--- src/rtl/dag_pkg.sv ---
package dag_pkg;
  typedef enum logic [1:0] {ES_WORD = 2'b00, ES_HALF = 2'b01, ES_BYTE = 2'b10, ES_RSVD = 2'b11} esize_t;
  typedef enum logic [1:0] {UM_FIXED = 2'b00, UM_INDEX = 2'b11} umode_t;
  typedef enum logic [1:0] {ST_IDLE, ST_RD, ST_WR, ST_WR2} st_t;

  function automatic logic [3:0] elem_bytes(input logic [1:0] es);
    case (es)
      2'b00:   return 4'd4;
      2'b01:   return 4'd2;
      2'b10:   return 4'd1;
      default: return 4'd0;
    endcase
  endfunction

  function automatic logic [7:0] lane_mask(input logic [1:0] es);
    case (es)
      2'b00:   return 8'h0F;
      2'b01:   return 8'h03;
      2'b10:   return 8'h01;
      default: return 8'h00;
    endcase
  endfunction
endpackage

--- src/rtl/dag_param_check.sv ---
module dag_param_check
  import dag_pkg::*;
#(
  parameter int CW = 16
) (
  input  logic [1:0]    esize_i,
  input  logic [1:0]    smode_i,
  input  logic [1:0]    dmode_i,
  input  logic [2:0]    src_lsb_i,
  input  logic [2:0]    dst_lsb_i,
  input  logic [CW-1:0] count_i,
  input  logic [CW-1:0] index_i,
  output logic          illegal_o,
  output logic          paired_o
);
  logic [2:0] amask;
  logic       bad_size, bad_mode, bad_align, bad_pair;

  function automatic logic mode_ok(input logic [1:0] m);
    return (m == UM_FIXED) || (m == UM_INDEX);
  endfunction

  always_comb begin
    amask     = 3'(elem_bytes(esize_i) - 4'd1);
    bad_size  = (esize_i == ES_RSVD);
    bad_mode  = !mode_ok(smode_i) || !mode_ok(dmode_i);
    bad_align = |(src_lsb_i & amask) || |(dst_lsb_i & amask) || |(index_i[2:0] & amask);
    paired_o  = (esize_i == ES_WORD) && (smode_i == UM_FIXED || dmode_i == UM_FIXED) &&
                (count_i > CW'(1));
    bad_pair  = paired_o && (count_i[0] || |index_i[2:0] || |src_lsb_i || |dst_lsb_i);
    illegal_o = bad_size || bad_mode || bad_align || bad_pair;
  end
endmodule

--- src/rtl/dag_strobe.sv ---
module dag_strobe
  import dag_pkg::*;
(
  input  logic       write_i,
  input  logic       paired_i,
  input  logic [1:0] esize_i,
  input  logic [2:0] lsb_i,
  output logic [7:0] strb_o
);
  logic [7:0] mask;
  logic [3:0] wlanes;

  always_comb begin
    mask   = lane_mask(esize_i);
    wlanes = mask[3:0] << lsb_i[1:0];
    if (!write_i) strb_o = paired_i ? 8'hFF : (mask << lsb_i);
    else          strb_o = {4'h0, wlanes};
  end
endmodule

--- src/rtl/dag_burst_track.sv ---
module dag_burst_track #(
  parameter int AW = 32
) (
  input  logic          clk,
  input  logic          rst_n,
  input  logic          clear_i,
  input  logic          fire_i,
  input  logic          write_i,
  input  logic [AW-1:0] addr_i,
  input  logic [3:0]    beat_i,
  output logic          burst_o
);
  logic [AW-1:0] prev_addr [2];
  logic [1:0]    prev_v;

  function automatic logic adjacent(input logic [AW-1:0] p, input logic [AW-1:0] c,
                                    input logic [3:0] b);
    return (c == p + AW'(b)) || (p == c + AW'(b));
  endfunction

  for (genvar d = 0; d < 2; d++) begin : g_dir
    always_ff @(posedge clk or negedge rst_n) begin
      if (!rst_n) begin
        prev_addr[d] <= '0;
        prev_v[d]    <= 1'b0;
      end else if (clear_i) begin
        prev_v[d] <= 1'b0;
      end else if (fire_i && (write_i == 1'(d))) begin
        prev_addr[d] <= addr_i;
        prev_v[d]    <= 1'b1;
      end
    end
  end

  assign burst_o = prev_v[write_i] && adjacent(prev_addr[write_i], addr_i, beat_i);

  // a burst beat never repeats the previous address of its direction
  assert_burst_moves_R7: assert property (@(posedge clk) disable iff (!rst_n)
    burst_o |-> addr_i != prev_addr[write_i]);
endmodule

--- src/rtl/dma_addr_gen.sv ---
module dma_addr_gen
  import dag_pkg::*;
#(
  parameter int AW = 32,
  parameter int CW = 16
) (
  input  logic          clk,
  input  logic          rst_n,
  input  logic          start,
  input  logic [1:0]    cfg_esize,
  input  logic [1:0]    cfg_src_mode,
  input  logic [1:0]    cfg_dst_mode,
  input  logic [AW-1:0] cfg_src,
  input  logic [AW-1:0] cfg_dst,
  input  logic [CW-1:0] cfg_count,
  input  logic [CW-1:0] cfg_index,
  output logic          req_valid,
  input  logic          req_ready,
  output logic          req_write,
  output logic [AW-1:0] req_addr,
  output logic [7:0]    req_strb,
  output logic          req_burst,
  output logic          done,
  output logic          err
);
  localparam int XW = AW - CW;

  st_t           state;
  logic [AW-1:0] src_q, dst_q, idx_ext;
  logic [CW-1:0] left_q, idx_q;
  logic [1:0]    esize_q, smode_q, dmode_q;
  logic          paired_q, err_q, done_q;
  logic          illegal, paired, fire, accept, trk_burst, last_beat;
  logic [3:0]    beat;

  dag_param_check #(.CW(CW)) u_chk (
    .esize_i(cfg_esize), .smode_i(cfg_src_mode), .dmode_i(cfg_dst_mode),
    .src_lsb_i(cfg_src[2:0]), .dst_lsb_i(cfg_dst[2:0]), .count_i(cfg_count),
    .index_i(cfg_index), .illegal_o(illegal), .paired_o(paired));

  function automatic logic [AW-1:0] step(input logic [AW-1:0] a, input logic [1:0] m,
                                         input logic [AW-1:0] d);
    return (m == UM_INDEX) ? a + d : a;
  endfunction

  assign idx_ext   = {{XW{idx_q[CW-1]}}, idx_q};
  assign accept    = (state == ST_IDLE) && start;
  assign req_valid = (state != ST_IDLE);
  assign req_write = (state == ST_WR) || (state == ST_WR2);
  assign fire      = req_valid && req_ready;
  assign last_beat = (state == ST_WR2) ? (left_q == CW'(2)) : (left_q == CW'(1));
  assign beat      = paired_q ? (req_write ? 4'd4 : 4'd8) : elem_bytes(esize_q);
  assign done      = done_q;
  assign err       = err_q;

  always_comb begin
    case (state)
      ST_RD:   req_addr = src_q;
      ST_WR2:  req_addr = dst_q + AW'(4);
      default: req_addr = dst_q;
    endcase
  end

  dag_strobe u_strb (
    .write_i(req_write), .paired_i(paired_q), .esize_i(esize_q),
    .lsb_i(req_addr[2:0]), .strb_o(req_strb));

  dag_burst_track #(.AW(AW)) u_trk (
    .clk(clk), .rst_n(rst_n), .clear_i(accept), .fire_i(fire), .write_i(req_write),
    .addr_i(req_addr), .beat_i(beat), .burst_o(trk_burst));

  assign req_burst = req_valid && trk_burst;

  always_ff @(posedge clk or negedge rst_n) begin
    if (!rst_n) begin
      state    <= ST_IDLE;
      src_q    <= '0;
      dst_q    <= '0;
      left_q   <= '0;
      idx_q    <= '0;
      esize_q  <= '0;
      smode_q  <= '0;
      dmode_q  <= '0;
      paired_q <= 1'b0;
      err_q    <= 1'b0;
      done_q   <= 1'b0;
    end else begin
      done_q <= 1'b0;
      case (state)
        ST_IDLE: if (start) begin
          err_q <= illegal;
          if (!illegal) begin
            src_q    <= cfg_src;
            dst_q    <= cfg_dst;
            left_q   <= cfg_count;
            idx_q    <= cfg_index;
            esize_q  <= cfg_esize;
            smode_q  <= cfg_src_mode;
            dmode_q  <= cfg_dst_mode;
            paired_q <= paired;
            if (cfg_count == '0) done_q <= 1'b1;
            else                 state  <= ST_RD;
          end
        end
        ST_RD: if (fire) state <= ST_WR;
        default: if (fire) begin
          if (state == ST_WR && paired_q) begin
            state <= ST_WR2;
          end else begin
            left_q <= left_q - ((state == ST_WR2) ? CW'(2) : CW'(1));
            src_q  <= step(src_q, smode_q, idx_ext);
            dst_q  <= step(dst_q, dmode_q, idx_ext);
            if (last_beat) begin
              done_q <= 1'b1;
              state  <= ST_IDLE;
            end else begin
              state <= ST_RD;
            end
          end
        end
      endcase
    end
  end

  // a stalled request holds still
  assert_hold_R2: assert property (@(posedge clk) disable iff (!rst_n)
    req_valid && !req_ready |=> req_valid && $stable(req_addr) && $stable(req_write) &&
    $stable(req_strb));
  // an error setup leaves the bus quiet
  assert_err_quiet_R1: assert property (@(posedge clk) disable iff (!rst_n)
    err |-> !req_valid && !done);
  // the paired second write sits one word above the first
  assert_pair_next_R4: assert property (@(posedge clk) disable iff (!rst_n)
    fire && state == ST_WR && paired_q |=> req_valid && req_write &&
    req_addr == $past(req_addr) + AW'(4));
  // byte writes enable exactly one lane
  assert_byte_lane_R6: assert property (@(posedge clk) disable iff (!rst_n)
    req_valid && req_write && esize_q == ES_BYTE |-> $countones(req_strb) == 1);
  // done lasts one cycle
  assert_done_pulse_R8: assert property (@(posedge clk) disable iff (!rst_n)
    done |=> !done);
  // an empty transfer finishes at once
  assert_zero_done_R9: assert property (@(posedge clk) disable iff (!rst_n)
    accept && !illegal && cfg_count == '0 |=> done && !req_valid);
endmodule

--- config.mk ---
export PLATFORM = sky130hd
export DESIGN_NAME = dma_addr_gen
export DESIGN_NICKNAME = d
export VERILOG_FILES = /design/src/rtl/dag_pkg.sv /design/src/rtl/dag_param_check.sv /design/src/rtl/dag_strobe.sv /design/src/rtl/dag_burst_track.sv /design/src/rtl/dma_addr_gen.sv
export SDC_FILE = /design/constraint.sdc
export NUM_CORES = 1
export LEC_CHECK = 0
export BUFFER_PORTS_ARGS = -buffer_cell sky130_fd_sc_hd__buf_2
export CELL_PAD_IN_SITES_DETAIL_PLACEMENT = 0
export CELL_PAD_IN_SITES_GLOBAL_PLACEMENT = 1
export CORE_MARGIN = 1.5
export CORE_UTILIZATION = 40
export CTS_BUF_LIST = sky130_fd_sc_hd__clkbuf_4
export DETAILED_ROUTE_END_ITERATION = 6
export PLACE_DENSITY_LB_ADDON = 0.1
export SYNTH_ARGS = -nofsm -noshare
export SYNTH_HDL_FRONTEND = slang
export SYNTH_SLANG_ARGS = --single-unit
--- constraint.sdc ---
create_clock -name clk -period 6.3 [get_ports clk]
set_input_delay 1.89 -clock clk [delete_from_list [all_inputs] [get_ports clk]]
set_output_delay 1.89 -clock clk [all_outputs]
set_load 0.01 [all_outputs]
==> results.yml <==
outcome:
  result_of_the_run: "complete, but fails checks"
  failing_checks: "negative setup slack"
cells_and_area:
  layout.cell_area.non_filler_mm2: 0.0170
  layout_commonest_cell: "sky130_fd_sc_hd__nand2_1"
  fill_cells: 3597
  multiInputGateArea_mm2: 0.00999
  flow.area_growth_from_synthesis_pct: 15.5
  stdcell_count: 2465
  sequential_cell_area_mm2: 0.00434
  final_net_count: 2181
  layout_common_cells: "233 x sky130_fd_sc_hd__nand2_1, 165 x sky130_fd_sc_hd__dfrtp_1, 159 x sky130_fd_sc_hd__a21oi_1, 155 x sky130_fd_sc_hd__nor2_1"
  share_of_final_layout_standard_cells_stronger_than_drive_strength_1: 0.204
pwr:
  power.switching_fraction: 0.526
  p_int_w: 0.00477
  vdd.ir_drop.worst_uv: 503
  power.density_cell_area_mw_per_mm2: 594
  power.sequential.fraction: 0.223
  power.leakage_nw: 7.32
  switchingPower_w: 0.00530
  pwr-share-comb: 0.711
  pwr-share-clk: 0.066
synth:
  syn_area_mm2: 0.0147
  ys_warns: 0
  seq_area_frac_synth: 0.295
  fraction_of_the_mapped_netlist_area_in_compound_gates: 0.247
  syn-num-nets: 2008
  syn_inst: 1818
  async_flop_share: 1.00
  post_synthesis_area_per_instance_um2: 8.08
  synthSimpleGateAreaFrac: 0.216
  multiplexer_share_of_the_synthesized_area: 0.0555
  post_synth_xor_area_fraction: 0.0693
  most_used_flip_flop_cell_after_synthesis: "sky130_fd_sc_hd__dfrtp_1"
  synth_seq_cells: 173
  combinational_family_with_the_most_area_after_synthesis: "compound AO/OA/AOI/OAI gates"
  synthDistinctLibCells: 101
  yosys.area_share.adder: 0.0741
  synth_enable_flop_cells: 0
timing:
  grt_setup_unrepaired: "true"
  relSlewSlack: 0.376
  min_period_over_period: 1.01
  slew_viol_final: 0
  timing_worst_slew_pin_value_ps: 929
  finalHoldViolations: 0
  achievable-frequency_mhz: 157
  number_of_endpoints_failing_setup_at_the_final_stage: 1
  worst_clock_skew_ps: 30.4
  period_minus_slack_ps: 6380
  final_critical_path_setup_slack_ps: -82.9
clock_network:
  clkTransAtPathRegs_ps: 160
  cts_tree: "built"
  numCtsBuffers: 17
  numClockSinks: 173
  htreeDepth: 4
  cts-root-to-sink-buffers: 2
  clock_insertion_delay_worst_skew_ps: 630
  cts_root_buffer: "sky130_fd_sc_hd__clkbuf_4"
setup_path:
  slowest_stage: "sky130_fd_sc_hd__or4_4"
  setup.worst_path.start_class: "flip-flop"
  cpLargestDelayFamily: "simple AND/OR/NAND/NOR gates"
  crit-reg2reg-capture: "dst_q[3]$_DFFE_PN0P_"
  cp-end-kind: "output port"
  crit_path_cell_trace: "ha_2, nand4_4, or4_4, o311a_4, inv_2, o21ai_0, nor4_1, nand3_1, xnor2_1, a2111oi_4, nand4_1, o32ai_2, buf_2"
  worstSetupPathType: "reg2out"
  timing.critical_path.required_ps: 4410
  critPathMaxFanout: 12
  rr_startpoint: "state[1]$_DFFE_PN0P_"
  r2r.worst_path.cells: 14
  timing.reg2reg.setup_slack_ps: 2090
  cp_data_arrival_time_ps: 4490
  critical_path_buf_inv_count: 2
  cp_slowest_stage_delay_ps: 560
grt:
  grt_antenna_before_repair: 1
  grt_overflow_total: 0
  grt_pass1_wl_um: 78400
  via_count_of_the_first_global_routing_pass: 13877
  grt_start_max_net_pins: 116
  grt_use_total: 0.264
hold_path:
  hold_path.startpoint: "u_trk.prev_addr[57]$_DFFE_PN0P_"
  min_path_cells: 2
  hold-path-endpoint: "u_trk.prev_addr[57]$_DFFE_PN0P_"
  worst_hold_path_type: "reg2reg"
floorplan:
  height_of_the_die_um: 195
  initial_utilization: 0.410
  die_x_um: 195
  design.portCount: 151
  rows: 69
  core_area_mm2: 0.0358
  floorplan.die_area_mm2: 0.0379
placed_design:
  dp_hpwl_um: 37900
  buffer_ports.inserted: 150
  placement.cell_area_mm2: 0.0163
  finalWeightedCongestion: 0.905
  dp.cells: 2421
routing:
  detail_route.wl_per_cell_um: 20.0
  detailedRoute.firstPassIterationCount: 6
  dr_total_vias: 14325
  drt_first_iter_violations: 832
  routed_wirelength_um: 49400
  drt_drc_violations_left: 0
  final_antenna_net_count: 0
  vias_per_cell: 5.81
run:
  max-cap-violations: 0
==> power groups by stage <==
stage          logic, W  registers, W  clock network, W
6_report        0.00717       0.00224          0.000664
5_1_grt         0.00792       0.00232          0.000737
2_1_floorplan   0.00499       0.00199                 0
3_5_place_dp    0.00688       0.00224                 0
3_3_place_gp    0.00686       0.00223                 0
4_1_cts         0.00712       0.00223          0.000691
==> cell type report <==
class	instances	area share
Timing Repair Buffer	245	0.0919
Clock buffer	18	0.00797
Tap cell	461	0.0340
Multi-Input combinational cell	1491	0.589
Inverter	63	0.0139
Sequential cell	173	0.256
Antenna cell	1	0.000148
Clock inverter	13	0.00730
==> registers in the layout (all words and copies together) (netlist names), 16 cells and up <==
name and flops:
u_trk.prev_addr 64, dst_q 32, src_q 32, idx_q 16, left_q 16
==> kinds of logic after synthesis <==
family,count (synthesis)
xor gates and xnor gates,113
muxes,76
buffers and inverters,154
adders and majority gates,84
DFF,173
AOI/OAI and AO/OA,556
and+or+nand+nor,662
==> layer usage <==
layer,global-route usage,part of all wire,up-vias
met1,0.365,0.47,6922
met4,0.0631,0.018,0
met3,0.0354,0.042,46
met2,0.436,0.47,348
met5,0,0,-
li1,-,-,7009
==> worst min-delay path: cells and delay by family (launching register included) <==
family / cells / cell delay (ps)
compound gates: 1 / 60
flops: 1 / 370
simple gates: 1 / 40
==> metrics by stage <==
stage               total power [W]  hold WS (ps)  setup slack [ps]  setup TNS, ps  utilization
CTS                          0.0100           498              -133           -133        0.472
floorplan                   0.00697           442              12.7              0            -
global placement            0.00909           456              21.2              0        0.455
detailed placement          0.00912           467             -26.1          -26.1        0.455
finish                       0.0101           498             -82.9          -82.9        0.473
global route                 0.0110           523              -353           -353        0.473
==> synthesized netlist by cell type (13+ instances only) <==
cell type / n / area [um^2]
sky130_fd_sc_hd__nand2_1: 235 / 882
sky130_fd_sc_hd__dfrtp_1: 173 / 4330
sky130_fd_sc_hd__a21oi_1: 165 / 826
sky130_fd_sc_hd__nor2_1: 157 / 589
sky130_fd_sc_hd__o21ai_0: 151 / 756
sky130_fd_sc_hd__ha_1: 79 / 988
sky130_fd_sc_hd__xnor2_1: 75 / 657
sky130_fd_sc_hd__inv_1: 59 / 221
sky130_fd_sc_hd__clkbuf_1: 58 / 218
sky130_fd_sc_hd__nand3_1: 48 / 240
sky130_fd_sc_hd__nor3_1: 45 / 225
sky130_fd_sc_hd__mux2_2: 43 / 484
sky130_fd_sc_hd__xor2_1: 35 / 307
sky130_fd_sc_hd__mux2i_1: 33 / 330
sky130_fd_sc_hd__a21o_1: 28 / 210
sky130_fd_sc_hd__a31oi_1: 27 / 169
sky130_fd_sc_hd__nor4_1: 27 / 169
sky130_fd_sc_hd__nor2b_1: 25 / 156
sky130_fd_sc_hd__nand4_1: 21 / 131
sky130_fd_sc_hd__a211oi_1: 20 / 150
sky130_fd_sc_hd__and3_1: 18 / 113
sky130_fd_sc_hd__buf_2: 16 / 80.1
sky130_fd_sc_hd__nand2b_1: 15 / 93.8
sky130_fd_sc_hd__or3_1: 14 / 87.6
sky130_fd_sc_hd__o22ai_1: 13 / 81.3
==> what timing repair did <==
action,in CTS,in global routing
setup endpoints to repair,1,1
cloned,1,0
hold buffers,0,0
setup buffers,8,3
resized for setup,47,9
pin swaps,18,8
==> worst max-delay path by stage <==
stage                      to  cells past startpoint                  from  slack [ps]
floorplan           req_burst                     20  state[1]$_DFFE_PN0P_          10
CTS                 req_burst                     13  dst_q[3]$_DFFE_PN0P_        -130
global route        req_burst                     17  state[1]$_DFFE_PN0P_        -350
global placement    req_burst                     15  state[1]$_DFFE_PN0P_          20
detailed placement  req_burst                     15  state[1]$_DFFE_PN0P_         -30
finish              req_burst                     13  dst_q[3]$_DFFE_PN0P_         -80
Power figures use the tool's default switching activity.
